`src/rtl/sdram_boot_seq.sv`:
```
module sdram_boot_seq #(
  parameter int SETTLE_CYC = 25000,
  parameter int CMD_CYC    = 4,
  parameter int NRFS_W     = 4,
  parameter int MRD_W      = 13,
  parameter int RCNT_W     = 13,
  parameter int CFG_W      = 32
) (
  input  logic              clk,
  input  logic              rst_n,
  input  logic              start_i,
  input  logic              stop_i,
  input  logic [1:0]        bank_sel_i,
  input  logic [NRFS_W-1:0] nrfs_i,
  input  logic [MRD_W-1:0]  mrd_i,
  input  logic [RCNT_W-1:0] rcnt_i,
  input  logic [CFG_W-1:0]  cfg_ctrl_i,
  input  logic [CFG_W-1:0]  cfg_tim_i,
  output logic              cmd_valid_o,
  output logic [2:0]        cmd_mode_o,
  output logic [1:0]        cmd_bank_o,
  output logic [NRFS_W-1:0] cmd_nrfs_o,
  output logic [MRD_W-1:0]  cmd_mrd_o,
  output logic              busy_o,
  output logic [CFG_W-1:0]  b1_ctrl_o,
  output logic [CFG_W-1:0]  b1_tim_o,
  output logic [CFG_W-1:0]  b2_ctrl_o,
  output logic [CFG_W-1:0]  b2_tim_o,
  output logic [RCNT_W-1:0] rcnt_o,
  output logic              ready_o,
  output logic              done_o
);

  localparam int BUSY_W = $clog2(CMD_CYC * (2 ** NRFS_W) + 1);
  localparam int SET_W  = $clog2(SETTLE_CYC + 1);

  localparam logic [2:0] M_CKE  = 3'd1;
  localparam logic [2:0] M_PALL = 3'd2;
  localparam logic [2:0] M_AREF = 3'd3;
  localparam logic [2:0] M_LMR  = 3'd4;
  localparam logic [2:0] M_PDN  = 3'd6;

  typedef enum logic [3:0] {
    ST_STOP, ST_CKE, ST_SETTLE, ST_PALL, ST_AR1, ST_AR2, ST_LMR, ST_RCNT, ST_READY
  } st_t;

  st_t               st;
  logic [BUSY_W-1:0] busy_cnt;
  logic [SET_W-1:0]  set_cnt;
  logic [1:0]        bank_q;
  logic [NRFS_W-1:0] nrfs_q;
  logic [MRD_W-1:0]  mrd_q;
  logic [RCNT_W-1:0] rcnt_q;
  logic              rcnt_wr;
  logic              idle;
  logic [BUSY_W-1:0] aref_len;

  assign idle     = (busy_cnt == '0);
  assign busy_o   = !idle;
  assign ready_o  = (st == ST_READY);
  assign aref_len = BUSY_W'(CMD_CYC * (int'(nrfs_q) + 1));

  always_ff @(posedge clk or negedge rst_n) begin
    if (!rst_n) begin
      st          <= ST_STOP;
      busy_cnt    <= '0;
      set_cnt     <= '0;
      bank_q      <= '0;
      nrfs_q      <= '0;
      mrd_q       <= '0;
      rcnt_q      <= '0;
      rcnt_wr     <= 1'b0;
      cmd_valid_o <= 1'b0;
      cmd_mode_o  <= '0;
      cmd_bank_o  <= '0;
      cmd_nrfs_o  <= '0;
      cmd_mrd_o   <= '0;
      b1_ctrl_o   <= '0;
      b1_tim_o    <= '0;
      b2_ctrl_o   <= '0;
      b2_tim_o    <= '0;
      rcnt_o      <= '0;
      done_o      <= 1'b0;
    end else begin
      cmd_valid_o <= 1'b0;
      rcnt_wr     <= 1'b0;
      done_o      <= rcnt_wr;
      if (!idle) busy_cnt <= busy_cnt - 1'b1;
      case (st)
        ST_STOP: if (start_i && bank_sel_i != 2'b00) begin
          bank_q    <= bank_sel_i;
          nrfs_q    <= nrfs_i;
          mrd_q     <= mrd_i;
          rcnt_q    <= rcnt_i;
          b1_ctrl_o <= cfg_ctrl_i;
          b1_tim_o  <= cfg_tim_i;
          b2_ctrl_o <= cfg_ctrl_i;
          b2_tim_o  <= cfg_tim_i;
          st        <= ST_CKE;
        end
        ST_CKE: if (idle) begin
          cmd_valid_o <= 1'b1;
          cmd_mode_o  <= M_CKE;
          cmd_bank_o  <= bank_q;
          cmd_nrfs_o  <= '0;
          cmd_mrd_o   <= '0;
          busy_cnt    <= BUSY_W'(CMD_CYC);
          set_cnt     <= '0;
          st          <= ST_SETTLE;
        end
        ST_SETTLE: begin
          if (set_cnt == SET_W'(SETTLE_CYC - 1)) st <= ST_PALL;
          else set_cnt <= set_cnt + 1'b1;
        end
        ST_PALL: if (idle) begin
          cmd_valid_o <= 1'b1;
          cmd_mode_o  <= M_PALL;
          cmd_bank_o  <= bank_q;
          cmd_nrfs_o  <= '0;
          cmd_mrd_o   <= '0;
          busy_cnt    <= BUSY_W'(CMD_CYC);
          st          <= ST_AR1;
        end
        ST_AR1, ST_AR2: if (idle) begin
          cmd_valid_o <= 1'b1;
          cmd_mode_o  <= M_AREF;
          cmd_bank_o  <= bank_q;
          cmd_nrfs_o  <= nrfs_q;
          cmd_mrd_o   <= '0;
          busy_cnt    <= aref_len;
          st          <= (st == ST_AR1) ? ST_AR2 : ST_LMR;
        end
        ST_LMR: if (idle) begin
          cmd_valid_o <= 1'b1;
          cmd_mode_o  <= M_LMR;
          cmd_bank_o  <= bank_q;
          cmd_nrfs_o  <= '0;
          cmd_mrd_o   <= mrd_q;
          busy_cnt    <= BUSY_W'(CMD_CYC);
          st          <= ST_RCNT;
        end
        ST_RCNT: if (idle) begin
          rcnt_o  <= rcnt_q;
          rcnt_wr <= 1'b1;
          st      <= ST_READY;
        end
        ST_READY: if (stop_i && idle) begin
          cmd_valid_o <= 1'b1;
          cmd_mode_o  <= M_PDN;
          cmd_bank_o  <= bank_q;
          cmd_nrfs_o  <= '0;
          cmd_mrd_o   <= '0;
          busy_cnt    <= BUSY_W'(CMD_CYC);
          st          <= ST_STOP;
        end
        default: st <= ST_STOP;
      endcase
    end
  end

  a_r3_issue_when_idle: assert property (@(posedge clk) disable iff (!rst_n)
    cmd_valid_o |-> $past(!busy_o));
  a_r3_busy_follows_cmd: assert property (@(posedge clk) disable iff (!rst_n)
    cmd_valid_o |-> busy_o);
  a_r5_bank_nonzero: assert property (@(posedge clk) disable iff (!rst_n)
    cmd_valid_o |-> cmd_bank_o != 2'b00);
  a_r6_nrfs_only_aref: assert property (@(posedge clk) disable iff (!rst_n)
    (cmd_valid_o && cmd_mode_o != M_AREF) |-> cmd_nrfs_o == '0);
  a_r8_done_single: assert property (@(posedge clk) disable iff (!rst_n)
    done_o |=> !done_o);
  a_r8_done_ready: assert property (@(posedge clk) disable iff (!rst_n)
    done_o |-> (ready_o && $stable(rcnt_o)));
  a_r10_pdn_leaves_ready: assert property (@(posedge clk) disable iff (!rst_n)
    (cmd_valid_o && cmd_mode_o == M_PDN) |-> !ready_o);
  a_r7_banks_equal: assert property (@(posedge clk) disable iff (!rst_n)
    (b1_ctrl_o == b2_ctrl_o) && (b1_tim_o == b2_tim_o));

endmodule

```
`config.mk`:
```
export PLATFORM = sky130hd
export DESIGN_NAME = sdram_boot_seq
export DESIGN_NICKNAME = d
export VERILOG_FILES = /design/src/rtl/sdram_boot_seq.sv
export SDC_FILE = /design/constraint.sdc
export NUM_CORES = 1
export LEC_CHECK = 0
export ABC_CLOCK_PERIOD_IN_PS = 2900
export BUFFER_PORTS_ARGS = -buffer_cell sky130_fd_sc_hd__buf_2
export CORE_MARGIN = 2
export CORE_UTILIZATION = 40
export DETAILED_ROUTE_END_ITERATION = 8
export PLACE_DENSITY = 0.66
export SYNTH_ARGS = -nofsm -noshare
export SYNTH_HDL_FRONTEND = slang
export SYNTH_SLANG_ARGS = --single-unit
```
`constraint.sdc`:
```
create_clock -name clk -period 2.9 [get_ports clk]
set_input_delay 0.29 -clock clk [delete_from_list [all_inputs] [get_ports clk]]
set_output_delay 0.29 -clock clk [all_outputs]
set_load 0.01 [all_outputs]
```
Word-level counts from Yosys, hierarchy flattened

Cells that the tools add are included.

Reductions and logical operators: 23
Equality and inequality tests: 21
Add/subtract/negate cells: 3
Mux-type cells: 38

Operator list:

| operator                | number |
|---|---|
| $mux W4                 | 10 |
| $mux W13                | 3 |
| $pmux W13 S3            | 1 |
| $pmux W4 S8             | 1 |
| $mux W15                | 2 |
| $pmux W15 S2            | 1 |
| $mux W7                 | 4 |
| $pmux W7 S3             | 1 |
| $eq A4 B3 Y1 const B    | 4 |
| $ne A2 B2 Y1 const B    | 8 |
| $add A15 B1 Y15 const B | 1 |
| $eq A15 B15 Y1 const B  | 1 |
| $mux W3                 | 5 |
| $pmux W3 S5             | 1 |
| $pmux W4 S3             | 1 |
| $eq A4 B2 Y1 const B    | 2 |
| $ne A2 B1 Y1 const B    | 4 |
| $reduce_and A4 Y1       | 2 |
| $reduce_and A8 Y1       | 1 |
| $logic_not A7 Y1        | 1 |
| $sub A7 B1 Y7 const B   | 1 |
| $mux W2                 | 3 |
| $reduce_and A3 Y1       | 2 |
| $reduce_and A6 Y1       | 1 |
| other kinds (17)        | 24 |

Input bits: 100
Register bits: 160
Output and inout port bits: 167
Word-level logic and storage cells: 102

Longest topological paths before layout

Depth after elaboration: 4
Depth in mapped cells: 11
Mapped depth without buffers: 9

Worst setup path after synthesis

OpenSTA, ideal clock, no wires.

Path kind: reg2reg
Start: reg busy_cnt[0]
End: reg cmd_bank_o[0]
Clock period less this slack: 2.139 ns
Setup slack: 0.761 ns
Cell stages (with the launch flop): 11
Arrival: 2.014 ns
Cells stage by stage: dfrtp_1 -> inv_1 -> ha_1 -> nor3b_2 -> nand2_2 -> nor2_4 -> inv_2 -> buf_2 -> a21oi_2 -> buf_2 -> mux2_2

Longest elaborated chain between the ends: 4
Elaborated cells between the ends (all ways): 5
Classes of those cells: 2 x eq/ne; 3 x reduce/logical

RTL lines:

| item                                 | RTL line | RTL |
|---|---|---|
| from (decl)                          | 48       | `logic [BUSY_W-1:0] busy_cnt;` |
| from (signal assigned)               | 88       | `if (!idle) busy_cnt <= busy_cnt - 1'b1;` |
| from (signal assigned)               | 107      | `busy_cnt <= BUSY_W'(CMD_CYC);` |
| from (signal assigned)               | 121      | `busy_cnt <= BUSY_W'(CMD_CYC);` |
| $logic_not A7 Y1 *                   | 58       | `assign idle = (busy_cnt == '0);` |
| $logic_and A1 B1 Y1                  | 147      | `ST_READY: if (stop_i && idle) begin` |
| $ne A2 B1 Y1 (no source line)        | n/a      |  |
| $reduce_and A3 Y1 (no source line) * | n/a      |  |
| to (signal assigned)                 | 104      | `cmd_bank_o <= bank_q;` |
| to (signal assigned)                 | 136      | `cmd_bank_o <= bank_q;` |
| to (signal assigned)                 | 150      | `cmd_bank_o <= bank_q;` |
| to (decl)                            | 21       | `output logic [1:0] cmd_bank_o,` |

Mark *: on every way between the ends. The rest lies on a longest branch, timed or not.
A chain may end at the register's enable or synchronous reset.

Worst setup path after layout

Start: reg busy_cnt[0]
End: reg rcnt_o[8]

Longest elaborated chain between the ends: 2

RTL lines:

| item                               | RTL line | RTL |
|---|---|---|
| $logic_not A7 Y1                   | 58       |  |
| $reduce_and A2 Y1 (no source line) | n/a      |  |
| to (signal assigned)               | 143      | `rcnt_o <= rcnt_q;` |
| to (decl)                          | 29       | `output logic [RCNT_W-1:0] rcnt_o,` |

No other way between the ends.

==> results.cfg <==
[run_status]
status = complete, no violations

[timing]
worstMarginPinSlew_ns = 0.810
layout_setup_ws_ns = 0.374
drv_slew = 0
rsz0062_at_grt = no
fmax_mhz = 396
finalHoldViolations = 0
setup_viol = 0
post-route-period-util = 0.871
tns_ns = 0
finalClockSkew_ns = 0.0108
max-slew-margin-rel = 0.460
fin_crit_ns = 2.53

[setup_path]
cpMaxStageDelayCell = or3_1
worstPathRequired_ns = 3.20
critPathKind = reg2reg
critPathLaunchType = flip-flop
path_cells = inv_1 -> ha_1 -> nor3b_2 -> nand2_2 -> nor2_4 -> inv_2 -> or3_1 -> mux2_4
max_stage_delay_ns = 0.71
cp-end-kind = flip-flop
worstPathArrival_ns = 2.83
path_max_fanout = 14

[run]
cap_viol_max_count = 0

[yosys]
syn_inst = 576
yosys.area_share.simple = 0.0721
synth_xor_area_frac = 0.00859
synthDistinctLibCells = 48
synth.ff_latch_count = 160
synthArstFlopShare = 1.00
yosys_warnings = 0
synth_top_family_by_area = multiplexers
muxShareOfSynthArea = 0.184
synth.cell_area_sq_um = 7130
synth_flop_cell = dfrtp_1
avgSynthCellArea_sq_um = 12.4
synth_adder_area_share = 0.00702
synth.net_count = 680
synth_compound_area_frac = 0.0663
synth_edf_count = 0
ys_seq_area_frac = 0.561

[detailed_routing]
ant_nets = 0
drc_errors = 0
drt_iter0_drc = 184
dr.pass1.iters = 5
viasPerCell = 4.83
wire_per_inst_um = 14.7
finalWirelength_um = 15000
vias = 4934

[floorplanning]
num_io_pins = 267
std_cell_rows = 48
die_h_um = 138
fp.dieArea_sq_um = 18900
fp.coreArea_sq_um = 17400
initial_core_util = 0.411
fp.dieW_um = 138

[global_routing]
use_met1 = 0.198
grt_pass1_wl_um = 22900
grt_pass1_vias = 4595
antenna_found_initial = 0
gr-usage-met3 = 0.0493
grtUsageMet2 = 0.249
grt_max_degree = 65
grt-ovfl-total = 0
globalRoute.busiestLayer = met2
track_usage = 0.157

[clock_tree]
clockBufferDepth = 2
cts-buffers-inserted = 17
path_clk_slew_ns = 0.07
cts_setup_buffers = 0
h-tree-depth = 4
cts_tree = yes
cts_root_buf = clkbuf_16
cts.sinks = 160
clock_latency_ns = 0.42

[layout]
design_area_sq_um = 8850
nNetsFinal = 887
post-route-util = 0.510
area_growth_syn_to_layout_pct = 24.1
drive_above_1_share = 0.540
diodes = 0
finalNonFillerCells = 1021

[hold_path]
hp-class = in2reg

[power_and_ir_drop]
leakage_nw = 4.62
ir_drop_v = 0.000444
p_per_area_nw_per_um2 = 920

[placement]
gp_congestion = 0.825
io_buffers = 266
place_inst = 988
post_dp_cell_area_sq_um = 8260
hpwlAfterDp_um = 10800
dp_slack_ns = 0.343
## registers in the layout (all words and copies together) (netlist names), 2 cells and up
signal / flops
busy_cnt: 7
rcnt_o: 13
mrd_q: 13
b2_tim_o: 32
rcnt_q: 13
set_cnt: 15
nrfs_q: 4
cmd_mode_o: 3
cmd_nrfs_o: 4
bank_q: 2
cmd_mrd_o: 13
st: 4
cmd_bank_o: 2
b2_ctrl_o: 32
## final cells by class
class                      count  area, sq um
multi-input combinational    302         2430
inverter                      24         90.1
tap                          225          282
clock inverter                13          126
fill                        1581         8500
sequential                   160         4000
clock buffer                  19          453
timing repair buffer         278         1470
## path summary, 6_finish.rpt
path                            endpoint            from  depth (start not counted)  slack (ns)
max                            rcnt_o[8]     busy_cnt[0]                          8        0.37
min                        b2_ctrl_o[16]  cfg_ctrl_i[16]                          2        0.09
max reg2reg                    rcnt_o[8]     busy_cnt[0]                          8        0.37
min reg2reg                       done_o         rcnt_wr                          0        0.37
max in group asynchronous     rcnt_o[10]           rst_n                          3        1.60
min in group asynchronous    b2_tim_o[8]           rst_n                          2        0.41
## cells in the final DEF (no fill, tap or decap), types with 7 or more instances in the layout
cell         n
a21oi_1     10
buf_2      265
buf_4        8
clkbuf_16   17
dfrtp_1    160
inv_1       23
mux2_2     104
mux2_4       9
nand2_1     14
nand3_1     32
nor2_1      20
o21ai_0     44
o31ai_1      7
## worst max-delay path: cells and delay by family (launching register included)
family / cells / cell delay, ns
buffers and inverters: 2 / 0.21
adders and majority gates: 1 / 0.17
and+or+nand+nor: 4 / 1.21
DFF: 1 / 0.38
muxes: 1 / 0.43
## cell usage after synthesis, types with 7 or more instances
| master | n | area [sq um] |
|---|---|---|
| a21oi_1 | 10 | 50.1 |
| buf_2 | 14 | 70.1 |
| buf_4 | 68 | 510 |
| dfrtp_1 | 160 | 4000 |
| inv_1 | 23 | 86.3 |
| mux2_2 | 104 | 1170 |
| mux2_4 | 9 | 135 |
| nand2_1 | 14 | 52.6 |
| nand3_1 | 32 | 160 |
| nor2_1 | 21 | 78.8 |
| o21ai_0 | 44 | 220 |
| o31ai_1 | 7 | 52.6 |
## repair_timing
item                      CTS  global route
hold endpoints to repair   60             0
hold buffers                1             0
resized for setup           0             0
## routing by layer
layer,up-vias,wire length (um)
li1,2376,-
met1,2343,6250
met4,0,238
met2,198,7230
met3,17,1290
met5,-,0
## power by group
part           leakage (nW)  switching, mW  total (mW)  internal [mW]
clock                 0.279          0.934        2.18           1.24
combinational          2.24           1.28        2.53           1.25
sequential             2.10          0.498        3.43           2.94
total                  4.62           2.71        8.14           5.43
## stage by stage
| stage | power [mW] | hold slack, ns |
|---|---|---|
| floorplan | 5.29 | -0.00559 |
| global placement | 6.00 | 0.320 |
| detailed placement | 6.05 | 0.319 |
| CTS | 8.27 | 0.0736 |
| global route | 8.73 | 0.0790 |
| finish | 8.14 | 0.0923 |
## kinds of logic (layout without fill, tap and decap cells)
logic type | count (synthesis) | after routing
AOI/OAI and AO/OA | 80 | 80
xor gates and xnor gates | 7 | 7
adders and majority gates | 4 | 4
buffers and inverters | 114 | 334
DFF | 160 | 160
muxes | 114 | 114
and+or+nand+nor | 97 | 97
Power figures use the tool's default switching activity.
